==> src/rtl/wdt_pkg.sv <==
package wdt_pkg;

    typedef enum logic [1:0] {
        ST_DISABLED = 2'b00,
        ST_WATCH    = 2'b01,
        ST_BITE     = 2'b10
    } wdt_state_t;

    localparam logic [1:0] SEL_P0  = 2'b00;
    localparam logic [1:0] SEL_P1  = 2'b01;
    localparam logic [1:0] SEL_P2  = 2'b10;
    localparam logic [1:0] SEL_OFF = 2'b11;

    function automatic int unsigned wdt_max2(int unsigned a, int unsigned b);
        return (a > b) ? a : b;
    endfunction

endpackage

==> src/rtl/wdt_sel_track.sv <==
module wdt_sel_track
    import wdt_pkg::*;
#(
    parameter int unsigned T_P0  = 57344,
    parameter int unsigned T_P1  = 24576,
    parameter int unsigned T_P2  = 8192,
    parameter int unsigned CNT_W = 16
) (
    input  logic             clk_i,
    input  logic             rst_ni,
    input  logic [1:0]       sel_i,
    output logic             off_o,
    output logic             changed_o,
    output logic [CNT_W-1:0] term_o
);

    logic [1:0] sel_q;

    // Registered copy of the code; power-on value is the disabled code.
    always_ff @(posedge clk_i or negedge rst_ni) begin
        if (!rst_ni) begin
            sel_q <= SEL_OFF;
        end else begin
            sel_q <= sel_i;
        end
    end

    assign off_o     = (sel_i == SEL_OFF);
    assign changed_o = (sel_i != sel_q);

    // The terminal count comes from the registered code, so it is settled
    // by the time the counter runs under a new code.
    always_comb begin
        unique case (sel_q)
            SEL_P0:  term_o = CNT_W'(T_P0 - 1);
            SEL_P1:  term_o = CNT_W'(T_P1 - 1);
            SEL_P2:  term_o = CNT_W'(T_P2 - 1);
            default: term_o = '0;
        endcase
    end

    p_reset_code_r1: assert property (@(posedge clk_i)
        !rst_ni |=> (sel_q == SEL_OFF) || rst_ni);

endmodule

==> src/rtl/wdt_counter.sv <==
module wdt_counter #(
    parameter int unsigned CNT_W = 16
) (
    input  logic             clk_i,
    input  logic             rst_ni,
    input  logic             clr_i,
    input  logic             inc_i,
    output logic [CNT_W-1:0] cnt_o
);

    always_ff @(posedge clk_i or negedge rst_ni) begin
        if (!rst_ni) begin
            cnt_o <= '0;
        end else if (clr_i) begin
            cnt_o <= '0;
        end else if (inc_i) begin
            cnt_o <= cnt_o + 1'b1;
        end
    end

    p_clr_inc_excl: assert property (@(posedge clk_i) disable iff (!rst_ni)
        !(clr_i && inc_i));

endmodule

==> src/rtl/wdt_fsm.sv <==
module wdt_fsm
    import wdt_pkg::*;
#(
    parameter int unsigned CNT_W     = 16,
    parameter int unsigned PULSE_CYC = 8192
) (
    input  logic             clk_i,
    input  logic             rst_ni,
    input  logic             off_i,
    input  logic             changed_i,
    input  logic             kick_i,
    input  logic [CNT_W-1:0] cnt_i,
    input  logic [CNT_W-1:0] term_i,
    output wdt_state_t       state_o,
    output logic             cnt_clr_o,
    output logic             cnt_inc_o,
    output logic             bite_o
);

    localparam logic [CNT_W-1:0] PULSE_LAST = CNT_W'(PULSE_CYC - 1);

    wdt_state_t state_q, state_d;

    always_ff @(posedge clk_i or negedge rst_ni) begin
        if (!rst_ni) begin
            state_q <= ST_DISABLED;
        end else begin
            state_q <= state_d;
        end
    end

    // Next state and counter control.
    always_comb begin
        state_d   = state_q;
        cnt_clr_o = 1'b0;
        cnt_inc_o = 1'b0;
        unique case (state_q)
            ST_DISABLED: begin
                cnt_clr_o = 1'b1;
                if (!off_i) state_d = ST_WATCH;          // arm
            end
            ST_WATCH: begin
                if (off_i) begin                         // disarm
                    state_d   = ST_DISABLED;
                    cnt_clr_o = 1'b1;
                end else if (kick_i || changed_i) begin  // service
                    cnt_clr_o = 1'b1;
                end else if (cnt_i == term_i) begin      // expire
                    state_d   = ST_BITE;
                    cnt_clr_o = 1'b1;
                end else begin
                    cnt_inc_o = 1'b1;
                end
            end
            ST_BITE: begin
                if (off_i) begin                         // disarm
                    state_d   = ST_DISABLED;
                    cnt_clr_o = 1'b1;
                end else if (cnt_i == PULSE_LAST) begin  // release
                    state_d   = ST_WATCH;
                    cnt_clr_o = 1'b1;
                end else begin
                    cnt_inc_o = 1'b1;
                end
            end
            default: begin
                state_d   = ST_DISABLED;
                cnt_clr_o = 1'b1;
            end
        endcase
    end

    // Outputs decoded from the state register.
    always_comb begin
        state_o = state_q;
        bite_o  = (state_q == ST_BITE);
    end

    p_bite_len_r8: assert property (@(posedge clk_i) disable iff (!rst_ni)
        (state_q == ST_BITE) |-> (cnt_i <= PULSE_LAST));

    p_bite_holds_r9: assert property (@(posedge clk_i) disable iff (!rst_ni)
        (state_q == ST_BITE && !off_i && cnt_i != PULSE_LAST) |=> (state_q == ST_BITE));

    p_release_r10: assert property (@(posedge clk_i) disable iff (!rst_ni)
        (state_q == ST_BITE && !off_i && cnt_i == PULSE_LAST)
            |=> (state_q == ST_WATCH && cnt_i == '0));

    p_abort_r11: assert property (@(posedge clk_i) disable iff (!rst_ni)
        (state_q == ST_BITE && off_i) |=> (state_q == ST_DISABLED));

endmodule

==> src/rtl/wdt_supervisor.sv <==
module wdt_supervisor
    import wdt_pkg::*;
#(
    parameter int unsigned T_P0      = 57344,
    parameter int unsigned T_P1      = 24576,
    parameter int unsigned T_P2      = 8192,
    parameter int unsigned PULSE_CYC = 8192
) (
    input  logic       clk_i,
    input  logic       rst_ni,
    input  logic [1:0] sel_i,
    input  logic       kick_i,
    output logic       wdt_rst_o
);

    localparam int unsigned MAX_CNT = wdt_max2(wdt_max2(T_P0, T_P1), wdt_max2(T_P2, PULSE_CYC));
    localparam int unsigned CNT_W   = $clog2(MAX_CNT + 1);

    logic             off_w;
    logic             changed_w;
    logic [CNT_W-1:0] term_w;
    logic [CNT_W-1:0] cnt_w;
    logic             clr_w;
    logic             inc_w;
    wdt_state_t       state_w;

    wdt_sel_track #(
        .T_P0 (T_P0),
        .T_P1 (T_P1),
        .T_P2 (T_P2),
        .CNT_W(CNT_W)
    ) u_sel (
        .clk_i    (clk_i),
        .rst_ni   (rst_ni),
        .sel_i    (sel_i),
        .off_o    (off_w),
        .changed_o(changed_w),
        .term_o   (term_w)
    );

    wdt_counter #(
        .CNT_W(CNT_W)
    ) u_cnt (
        .clk_i (clk_i),
        .rst_ni(rst_ni),
        .clr_i (clr_w),
        .inc_i (inc_w),
        .cnt_o (cnt_w)
    );

    wdt_fsm #(
        .CNT_W    (CNT_W),
        .PULSE_CYC(PULSE_CYC)
    ) u_fsm (
        .clk_i    (clk_i),
        .rst_ni   (rst_ni),
        .off_i    (off_w),
        .changed_i(changed_w),
        .kick_i   (kick_i),
        .cnt_i    (cnt_w),
        .term_i   (term_w),
        .state_o  (state_w),
        .cnt_clr_o(clr_w),
        .cnt_inc_o(inc_w),
        .bite_o   (wdt_rst_o)
    );

    always_comb begin
        if (!rst_ni) begin
            p_reset_low_r1: assert (wdt_rst_o == 1'b0);
        end
    end

    p_off_quiet_r2: assert property (@(posedge clk_i) disable iff (!rst_ni)
        (sel_i == SEL_OFF) |=> (!wdt_rst_o && cnt_w == '0));

    p_watch_bound_r3: assert property (@(posedge clk_i) disable iff (!rst_ni)
        (state_w == ST_WATCH) |-> (cnt_w <= term_w));

    p_kick_clears_r6: assert property (@(posedge clk_i) disable iff (!rst_ni)
        (state_w == ST_WATCH && kick_i && sel_i != SEL_OFF)
            |=> (state_w == ST_WATCH && cnt_w == '0 && !wdt_rst_o));

    p_change_clears_r7: assert property (@(posedge clk_i) disable iff (!rst_ni)
        (state_w == ST_WATCH && changed_w && sel_i != SEL_OFF)
            |=> (cnt_w == '0 && !wdt_rst_o));

endmodule

==> config.mk <==
export PLATFORM = sky130hd
export DESIGN_NAME = wdt_supervisor
export DESIGN_NICKNAME = d
export VERILOG_FILES = /design/src/rtl/wdt_pkg.sv /design/src/rtl/wdt_sel_track.sv /design/src/rtl/wdt_counter.sv /design/src/rtl/wdt_fsm.sv /design/src/rtl/wdt_supervisor.sv
export SDC_FILE = /design/constraint.sdc
export NUM_CORES = 1
export LEC_CHECK = 0
export ABC_AREA = 1
export BUFFER_PORTS_ARGS = -buffer_cell sky130_fd_sc_hd__clkbuf_2
export CORE_ASPECT_RATIO = 0.75
export CORE_UTILIZATION = 60
export CTS_CLUSTER_DIAMETER = 30
export CTS_CLUSTER_SIZE = 16
export DETAILED_ROUTE_END_ITERATION = 10
export PLACE_DENSITY_LB_ADDON = 0.15
export SLEW_MARGIN = 5
export SYNTH_ARGS = -nofsm -noshare
export SYNTH_HDL_FRONTEND = slang
export SYNTH_SLANG_ARGS = --single-unit
==> constraint.sdc <==
create_clock -name clk_i -period 1.9 [get_ports clk_i]
set_clock_uncertainty 0.05 [all_clocks]
set_input_delay 0.19 -clock clk_i [delete_from_list [all_inputs] [get_ports clk_i]]
set_output_delay 0.19 -clock clk_i [all_outputs]
set_load 0.02 [all_outputs]
==> results of run 1 <==
==> metal layers <==
layer	up-vias	track usage	part of all wire
met3	8	0.0640	0.072
met1	639	0.342	0.44
met2	60	0.424	0.48
met4	0	0.0439	0.016
met5	-	0	0
li1	674	-	-
==> synthesized netlist by cell type (all sizes together) <==
master	n	area (sq um)
a21oi	15	78.8
buf	4	38.8
dfrtp	18	450
dfstp	2	52.6
ha	5	62.6
inv	25	93.8
nand2	50	200
nand3	24	120
nand4	4	25.0
nor2	32	130
nor3	4	20.0
o211ai	1	7.51
o21ai	6	41.3
o21bai	1	7.51
xnor2	2	17.5
xor2	1	8.76
==> metrics by stage <==
step | setup TNS (ns) | hold slack [ns] | utilization | setup slack [ns]
floorplan | 0 | -0.156 | - | 0.166
global placement | 0 | 0.127 | 0.683 | 0.0915
detailed placement | 0 | 0.130 | 0.683 | 0.0766
CTS | 0 | 0.336 | 0.715 | 0.0508
global route | -2.19 | 0.363 | 0.850 | -0.154
finish | -0.597 | 0.323 | 0.850 | -0.0608
==> worst reg2reg max path: cells and delay by family, from the launching register on <==
kind                   cells  cell delay (ns)
AND/OR/NAND/NOR           11             1.02
flip-flops                 1             0.58
buffers and inverters      2             0.22
==> power by group <==
| group | switching [mW] | internal, mW | total, mW | leakage [nW] |
|---|---|---|---|---|
| Combinational | 0.347 | 0.259 | 0.605 | 0.512 |
| Clock | 0.129 | 0.117 | 0.246 | 0.0210 |
| Sequential | 0.0279 | 0.450 | 0.478 | 0.267 |
==> layout make-up <==
type	instances	area share
Timing Repair inverter	1	0.00427
Clock buffer	4	0.0207
Inverter	25	0.0591
Timing Repair Buffer	23	0.134
Tap cell	24	0.0171
Multi-Input combinational cell	145	0.477
Sequential cell	20	0.288
==> flip-flops by register name, indices dropped and copies added (netlist names) <==
register and count:
u_cnt.cnt_o 16, u_fsm.state_o 2, u_sel.sel_q 2
==> worst paths after layout <==
| check | endpoint | startpoint | cells after the start | slack, ns |
|---|---|---|---|---|
| worst max-delay path | u_cnt.cnt_o[5] | u_sel.sel_q[1] | 13 | -0.06 |
| worst min-delay path | u_fsm.state_o[1] | rst_ni | 2 | 0.32 |
| worst max register to register | u_cnt.cnt_o[5] | u_sel.sel_q[1] | 13 | -0.06 |
| worst min register to register | u_cnt.cnt_o[3] | u_cnt.cnt_o[3] | 2 | 0.54 |
| max in group asynchronous | u_cnt.cnt_o[0] | rst_ni | 2 | 1.10 |
| min in group clk_i | u_fsm.state_o[0] | kick_i | 6 | 0.42 |
==> repair_timing <==
| item | 4_1_cts | 5_1_grt |
|---|---|---|
| endpoints found under the setup margin | 0 | 17 |
| buffers inserted | 0 | 11 |
| resized for setup | 0 | 36 |
| endpoints found under the hold margin | 20 | 0 |
| hold buffers | 3 | 0 |
==> cells by family (layout without fill, tap and decap cells) <==
kind of cell,count (synthesis),count (layout),share of synthesized area
AND/OR/NAND/NOR,114,114,0.366
buffers and inverters,29,53,0.0979
AO/OA/AOI/OAI,23,23,0.0997
flip-flops,20,20,0.371
adder cells (fa/ha/maj),5,5,0.0462
XOR/XNOR,3,3,0.0194
==> flow_summary_export.csv, run 1 <==
group,metric,value,unit
worst_setup_path,critPathMaxStageDelay,0.58,ns
synth,syn_avg_cell_area,6.98,sq um
sta,rsz0062_at_grt,"yes",
grt,antenna_found_initial,0,
cells_and_area,multi_input_area,838,sq um
clock_tree,htreeDepth,1,
clock_tree,cts_tree,"yes",
cells_and_area,area_growth,29.6,%
grt,grt_pass1_wl,4810,microns
cells_and_area,nNetsFinal,229,
routing,first_iter_violations,88,
placed_design,dp_hpwl,2050,microns
floorplan,io_pins,6,
routing,vias,1381,
run_status,status,"finished with violations",
clock_tree,cts-root-buf,"clkbuf_4",
sta,fmax,510,MHz
worst_setup_path,cp_data_arrival_time,2.11,ns
synth,syn_inst,194,
sta,slew_headroom,0.659,
floorplan,die_y,43.2,microns
routing,route.detailed.drc,4,
clock_tree,clock_sinks,20,
synth,synth-seq-area-share,0.371,
pwr,p_total,1.33,mW
placed_design,port-buffer-count,5,
job,drv_cap,0,
clock_tree,cts.clk_slew.worst_paths,0.11,ns
grt,track_usage,0.255,
synth,syn-num-nets,204,
pwr,peakVddDrop,0.497,mV
clock_tree,clockBufferDepth,2,
floorplan,die_w,56.9,microns
cells_and_area,layout.area.seq,505,sq um
floorplan,fp-row-count,14,
routing,antenna_left,0,
floorplan,core_area,2070,sq um
cells_and_area,final_common_cell,"nand2_1",
grt,grt_max_degree,21,
worst_setup_path,cp_num_buf_inv,2,
floorplan,initial_core_util,0.656,
clock_tree,insertion_delay,0.30,ns
grt,grt_pass1_vias,1172,
placed_design,placed_area,1410,sq um
sta,layout_setup_ws,-0.0608,ns
routing,avgViaCountPerCell,5.71,
worst_setup_path,crit_chain,"inv_2, nand2_1, nand2_1, nand2_1, nand2_1, nor2_1, nand3_2, nand3_2, nand2_2, nand2_4, clkinvlp_4, nand2_1, nor2_1",
sta,setup_viol,17,
routing,wire_per_inst,14.8,microns
worst_setup_path,crit_type,"reg -> reg",
worst_setup_path,worst-path-max-fanout,6,
run_status,violations,"design-rule violations, negative setup slack",
sta,min_period_over_period,1.03,
pwr,power_density,757,nW/um^2
cells_and_area,layoutNonFillerInstCount,242,
sta,fin_crit,1.96,ns
cells_and_area,nFillCells,118,
placed_design,placedCellCount,221,
sta,hold_viol,0,
floorplan,die-area,2450,sq um
worst_setup_path,cp-start-kind,"register",
worst_setup_path,cp_slowest_cell,"dfstp_2",
clock_tree,cts_buffers,3,
synth,ys_ff_latch,20,
sta,tightest_slew,0.511,ns
grt,overflow,0,
placed_design,place_congestion,0.920,
cells_and_area,fin_area,1760,sq um
worst_setup_path,crit_top_cell,"nand2_1",
cells_and_area,final_cell_mix,"40 x nand2_1, 29 x nor2_1, 21 x inv_1",
worst_setup_path,cp_top_family,"simple AND/OR/NAND/NOR gates",
sta,slew_violations,0,
cells_and_area,drive_above_1_share,0.280,
cells_and_area,n_antenna_cell,0,
worst_hold_path,hold_class,"in -> async",
synth,yosysWarnings,0,
synth,synth_cell_types,24,
worst_setup_path,required,2.05,ns
routing,drt-total-wl,3580,microns
pwr,p_leak,0.800,nW
routing,drt_pass1_iterations,8,
synth,syn_area,1360,sq um
worst_setup_path,worstSetupEndpointType,"register",
No activity file was read; power rests on OpenSTA's default activity.
==> inputs of run 2 (changes only) <==
--- a/config.mk
+++ b/config.mk
@@ -5,7 +5,6 @@
 export SDC_FILE = /design/constraint.sdc
 export NUM_CORES = 1
 export LEC_CHECK = 0
-export ABC_AREA = 1
 export BUFFER_PORTS_ARGS = -buffer_cell sky130_fd_sc_hd__clkbuf_2
 export CORE_ASPECT_RATIO = 0.75
 export CORE_UTILIZATION = 60
@@ -13,7 +12,7 @@
 export CTS_CLUSTER_SIZE = 16
 export DETAILED_ROUTE_END_ITERATION = 10
 export PLACE_DENSITY_LB_ADDON = 0.15
-export SLEW_MARGIN = 5
+export SLEW_MARGIN = 10
 export SYNTH_ARGS = -nofsm -noshare
 export SYNTH_HDL_FRONTEND = slang
 export SYNTH_SLANG_ARGS = --single-unit
==> run 2 against run 1 <==
Effect of this change: the flow finishes with violations (negative setup slack); clock power is 45% higher; combinational power is 18% lower; final cell count is 18% lower; non-clock buffer count is 15 higher; die area is 4.8% lower; design area is 1.0% lower; critical endpoint is now u_fsm.state_o[0].
==> flow_summary_export.csv, run 2 <==
group,metric,value,unit
grt,antenna_found_initial,0,
synth,syn-num-nets,146,
clock_tree,clock_sinks,20,
pwr,comb_power_share,0.373,
worst_setup_path,required,2.06,ns
cells_and_area,nNetsFinal,185,
synth,netlist.area_leader.share,0.350,
worst_setup_path,cp_num_buf_inv,0,
floorplan,die_y,42.1,microns
placed_design,placed_area,1550,sq um
sta,tightest_slew,0.519,ns
grt,grt_max_degree,21,
cells_and_area,regMostFlops,"u_cnt.cnt_o",
routing,route.detailed.drc,0,
synth,synth-seq-area-share,0.391,
sta,hold_viol,0,
floorplan,die_w,55.5,microns
floorplan,fp-row-count,14,
pwr,swShare,0.328,
synth,ys.flop_type,"dfrtp_1",
pwr,p_leak,0.763,nW
pwr,p_total,1.33,mW
cells_and_area,nFillCells,100,
grt,overflow,0,
synth,yosysMostFrequentCell,"nor2_1",
worst_setup_path,rr_startpoint,"u_sel.sel_q[0]",
pwr,switchingPower,0.435,mW
floorplan,die-area,2340,sq um
sta,layout_setup_ws,-0.371,ns
clock_tree,cts-root-buf,"clkbuf_4",
clock_tree,clockBufferDepth,2,
synth,syn_inst,136,
sta,fmax,440,MHz
synth,synth.largest_area_cell,"dfrtp_1",
routing,antenna_left,0,
pwr,power_density,763,nW/um^2
clock_tree,htreeDepth,1,
routing,avgViaCountPerCell,6.40,
worst_setup_path,crit_chain,"nor4bb_4, nand4_1, o41ai_4, nand2_1, nor4_2, o21a_2, mux2_4",
clock_tree,cts_buffers,3,
synth,ys_ff_latch,20,
worst_setup_path,critPathMaxStageDelay,0.58,ns
floorplan,initial_core_util,0.639,
cells_and_area,final_common_cell,"buf_4",
clock_tree,insertion_delay,0.31,ns
worst_setup_path,crit_type,"reg -> reg",
placed_design,placedCellCount,190,
worst_setup_path,cp_slowest_cell,"dfstp_2",
synth,synth_edf_count,0,
sta,rsz0062_at_grt,"yes",
cells_and_area,final_cell_mix,"29 x buf_4, 21 x nor2_1, 18 x dfrtp_1",
sta,slew_violations,0,
clock_tree,cts_tree,"yes",
pwr,p_int,0.892,mW
synth,synthArstFlopShare,1.00,
sta,min_period_over_period,1.20,
run_status,violations,"negative setup slack",
sta,fin_hold_ws,0.0682,ns
job,drv_cap,0,
worst_setup_path,cp-start-kind,"register",
synth,synth_area_leaders,"dfrtp_1 35%, xor2_1 11%, nor2_1 6.1%",
pwr,clockPowerShare,0.268,
synth,synth_cell_types,37,
synth,syn_avg_cell_area,9.47,sq um
cells_and_area,area_growth,35.1,%
worst_hold_path,hold_class,"in -> reg",
grt,grt_pass1_wl,6290,microns
cells_and_area,n_antenna_cell,0,
routing,wire_per_inst,18.9,microns
cells_and_area,drive_above_1_share,0.351,
floorplan,core_area,2010,sq um
placed_design,pre_cts_ws,-0.314,ns
run_status,status,"finished with violations",
worst_setup_path,worstSetupEndpointType,"register",
worst_hold_path,hold_start,"sel_i[0]",
sta,fin_crit,2.27,ns
synth,synthTopCellsByCount,"21 x nor2_1, 18 x dfrtp_1, 16 x xor2_1, 12 x nand2_1, 6 x o21ai_0",
cells_and_area,fin_area,1740,sq um
routing,first_iter_violations,67,
sta,setup_viol,18,
routing,drt-total-wl,3740,microns
worst_setup_path,worst-path-max-fanout,3,
cells_and_area,layoutNonFillerInstCount,198,
cells_and_area,utilization,0.863,
placed_design,port-buffer-count,5,
grt,grt_pass1_vias,1264,
pwr,sequentialPowerShare,0.359,
cells_and_area,largest_register_ffs,16,
synth,yosysWarnings,0,
grt,track_usage,0.361,
worst_setup_path,rr_worst_depth,7,
placed_design,place_congestion,0.865,
sta,slew_headroom,0.654,
synth,syn_area,1290,sq um
worst_setup_path,cp_data_arrival_time,2.43,ns
worst_setup_path,cp_top_family,"simple AND/OR/NAND/NOR gates",
worst_setup_path,ff2ff_setup_slack,-0.37,ns
worst_setup_path,reg2reg_to,"u_fsm.state_o[0]",
pwr,peakVddDrop,0.862,mV
sta,tns,-6.18,ns
clock_tree,cts.clk_slew.worst_paths,0.12,ns
worst_hold_path,min_to,"u_sel.sel_q[0]",
placed_design,dp_hpwl,2360,microns
routing,drt_pass1_iterations,4,
routing,vias,1268,
floorplan,io_pins,6,
worst_hold_path,holdPathStages,2,
## run 2: changes by cell type after synthesis, sizes merged, moves of 4 or more
cell,previous run,this run
nand2,50,12
inv,25,3
nand3,24,5
xor2,1,16
nor2,32,22
a21oi,15,7
o2111ai,0,5
nor4,0,4
## run 2: cell type report
class	instances	area [sq um]	share of cell area
flip-flops and latches	20	503	0.289
well taps	24	30.0	0.0173
clock buffers	3	22.5	0.0129
repair buffers	38	294	0.169
multi-input cells	109	848	0.488
inverters	3	11.3	0.00647
clock inverters	1	30.0	0.0173
## run 2: timing repair
item                                    in CTS  in global routing
hold buffers                                 2                  0
endpoints found under the hold margin       19                  0
endpoints found under the setup margin      18                 18
pin swaps                                    7                  1
cloned                                       0                  0
setup buffers                                2                  0
gates resized for setup                     15                  2
## run 2: metal layers
metal	vias to the layer above	part of all wire	track usage
met5	-	0	0
met4	0	0.049	0.135
met3	23	0.079	0.0802
met2	75	0.46	0.573
met1	592	0.41	0.488
li1	578	-	-
## run 2: worst max path at each step
stage                    startpoint                to  slack (ns)  cells past startpoint
floorplan           u_cnt.cnt_o[10]  u_fsm.state_o[0]       -0.20                      7
global placement    u_cnt.cnt_o[11]  u_fsm.state_o[0]       -0.22                      7
detailed placement   u_cnt.cnt_o[0]  u_fsm.state_o[0]       -0.31                      7
CTS                 u_cnt.cnt_o[11]  u_fsm.state_o[1]       -0.24                      7
global route         u_sel.sel_q[0]  u_fsm.state_o[1]       -0.49                      7
finish               u_sel.sel_q[0]  u_fsm.state_o[0]       -0.37                      7
## run 2: kinds of logic after synthesis
logic type      share of synthesized area
mux                                0.0253
compound gates                      0.159
simple gates                        0.233
xor+xnor                            0.109
flops                               0.391
buf+inv                            0.0340
fa+ha+maj                          0.0486
## run 2: worst reg2reg max path, stage by stage, from the launching register on
cell,delay (ns)
dfstp_2,0.58
nor4bb_4,0.29
nand4_1,0.24
o41ai_4,0.12
nand2_1,0.14
nor4_2,0.26
o21a_2,0.18
mux2_4,0.30
## run 2: power groups by stage
stage          logic, mW  registers [mW]  clock network (mW)
3_3_place_gp       0.402           0.479                   0
3_5_place_dp       0.424           0.484                   0
4_1_cts            0.475           0.477               0.362
6_report           0.495           0.476               0.356
2_1_floorplan      0.282           0.478                   0
5_1_grt            0.525           0.480               0.378
==> inputs of run 3 (changes only) <==
--- a/config.mk
+++ b/config.mk
@@ -6,8 +6,7 @@
 export NUM_CORES = 1
 export LEC_CHECK = 0
 export BUFFER_PORTS_ARGS = -buffer_cell sky130_fd_sc_hd__clkbuf_2
-export CORE_ASPECT_RATIO = 0.75
-export CORE_UTILIZATION = 60
+export CORE_UTILIZATION = 30
 export CTS_CLUSTER_DIAMETER = 30
 export CTS_CLUSTER_SIZE = 16
 export DETAILED_ROUTE_END_ITERATION = 10
==> run 3 against run 2 <==
Effect of this change: the run still ends with negative setup slack left; final cell count up 18%; die area rose by 95%; non-clock buffer count is 10 higher; design area up 13%; register-to-register slack improved by 0.09 ns; total power up 7.7%; combinational power is 3% higher; sequential power about the same; clock power rose by 25%; worst setup slack better by 0.094 ns; critical path depth did not move.
==> flow_summary_export.csv, run 3 (synthesis gave the netlist of run 2 again) <==
group,metric,value,unit
placed_design,pre_cts_ws,-0.265,ns
clock_tree,cts_buffers,3,
worst_hold_path,hold_class,"in -> reg",
worst_setup_path,critPathLaunch,"u_cnt.cnt_o[11]",
pwr,peakVddDrop,0.407,mV
clock_tree,insertion_delay,0.26,ns
routing,avgViaCountPerCell,5.21,
cells_and_area,utilization,0.484,
clock_tree,clockBufferDepth,2,
clock_tree,cts_tree,"yes",
routing,vias,1220,
grt,grt_pass1_wl,5730,microns
grt,overflow,0,
placed_design,port-buffer-count,5,
worst_setup_path,cp-start-kind,"register",
worst_setup_path,ff2ff_setup_slack,-0.28,ns
clock_tree,htreeDepth,1,
floorplan,core_area,4060,sq um
routing,first_iter_violations,23,
worst_setup_path,rr_startpoint,"u_cnt.cnt_o[11]",
worst_setup_path,critPathMaxStageDelay,0.42,ns
grt,grt_max_degree,21,
cells_and_area,drive_above_1_share,0.462,
routing,route.detailed.drc,0,
sta,tightest_slew,0.529,ns
sta,min_period_over_period,1.15,
worst_setup_path,worst-path-max-fanout,3,
cells_and_area,final_common_cell,"buf_4",
sta,fmax,459,MHz
placed_design,dp_hpwl,2390,microns
floorplan,fp-row-count,23,
floorplan,die-area,4560,sq um
worst_setup_path,cp-endpoint,"u_fsm.state_o[1]",
floorplan,io_pins,6,
grt,use_met1,0.221,
routing,drt-total-wl,3640,microns
floorplan,die_y,67.5,microns
worst_setup_path,cp_data_arrival_time,2.28,ns
pwr,p_leak,0.821,nW
clock_tree,clock_sinks,20,
pwr,p_total,1.43,mW
clock_tree,cts.clk_slew.worst_paths,0.09,ns
job,drv_cap,0,
grt,antenna_found_initial,0,
grt,grt_pass1_vias,1205,
routing,drt_pass1_iterations,4,
placed_design,place_congestion,0.820,
cells_and_area,n_antenna_cell,0,
worst_setup_path,crit_type,"reg -> reg",
cells_and_area,regMostFlops,"u_cnt.cnt_o",
run_status,status,"finished with violations",
sta,tns,-3.24,ns
worst_setup_path,reg2reg_to,"u_fsm.state_o[1]",
worst_setup_path,cp_slowest_cell,"a2111o_1",
run_status,violations,"negative setup slack",
sta,setup_viol,18,
worst_setup_path,worstSetupEndpointType,"register",
clock_tree,cts-root-buf,"clkbuf_8",
grt,gr-usage-met3,0.0321,
routing,wire_per_inst,15.5,microns
sta,slew_violations,0,
worst_setup_path,crit_top_cell,"nand2_1",
cells_and_area,largest_register_ffs,16,
worst_setup_path,crit_chain,"nand2_1, a2111o_1, o41ai_4, nand2_1, nor4_2, o21a_2, mux2_1",
sta,hold_viol,0,
sta,rsz0062_at_grt,"yes",
cells_and_area,final_cell_mix,"33 x buf_4, 20 x nor2_1, 17 x dfrtp_1",
pwr,power_density,727,nW/um^2
grt,busiest_layer,"met2",
grt,track_usage,0.171,
sta,layout_setup_ws,-0.277,ns
floorplan,initial_core_util,0.317,
worst_setup_path,required,2.00,ns
worst_setup_path,rr_worst_depth,7,
floorplan,die_w,67.5,microns
sta,slew_headroom,0.648,
sta,fin_crit,2.18,ns
cells_and_area,area_growth,52.7,%
cells_and_area,nNetsFinal,195,
grt,gr-usage-met2,0.283,
routing,antenna_left,0,
run 3: worst max-delay path, delay by kind of cell, from the launching register on:
kind | cells | cell delay (ns)
flops | 1 | 0.38
simple gates | 3 | 0.47
mux | 1 | 0.32
compound gates | 3 | 0.86
run 3: area by class of cell:
class	count	area (sq um)
Tap cell	50	62.6
Sequential cell	20	504
Inverter	3	11.3
Clock inverter	1	30.0
Clock buffer	3	41.3
Timing Repair Buffer	48	393
Fill cell	363	2090
Multi-Input combinational cell	109	923
run 3: power breakdown:
| part | switching, mW | internal (mW) | leakage, nW |
|---|---|---|---|
| clock network | 0.163 | 0.281 | 0.0357 |
| registers | 0.0220 | 0.451 | 0.268 |
| logic | 0.281 | 0.231 | 0.517 |
run 3: how the worst min path moves through the flow:
stage | from | end | slack (ns) | depth (start not counted)
5_1_grt | sel_i[1] | u_sel.sel_q[1] | 0.01 | 1
3_3_place_gp | rst_ni | u_cnt.cnt_o[4] | 0.14 | 1
4_1_cts | sel_i[1] | u_sel.sel_q[1] | 0.007 | 1
2_1_floorplan | rst_ni | u_cnt.cnt_o[0] | -0.16 | 0
3_5_place_dp | rst_ni | u_cnt.cnt_o[4] | 0.15 | 1
6_report | sel_i[1] | u_sel.sel_q[1] | 0.01 | 1
run 3: per-stage QoR:
step / hold WS (ns) / area [sq um] / cells
3_5_place_dp: 0.146 / 1640 / 223
3_3_place_gp: 0.143 / 1640 / 223
4_1_cts: 0.00663 / 1860 / 233
6_report: 0.0100 / 1970 / 234
5_1_grt: 0.0124 / 1970 / 234
2_1_floorplan: -0.156 / 1310 / 136
run 3: per-layer routing:
metal	routed length (microns)	share of wire
met5	0	0
met4	42	0.012
met3	67	0.018
met2	1790	0.49
met1	1740	0.48
run 3: timing repair:
action,in CTS,in global routing
hold endpoints to repair,18,0
hold buffers,1,0
setup endpoints to repair,18,18
pin swaps,11,19
cloned,1,0
gates resized for setup,24,17
buffers inserted,4,1
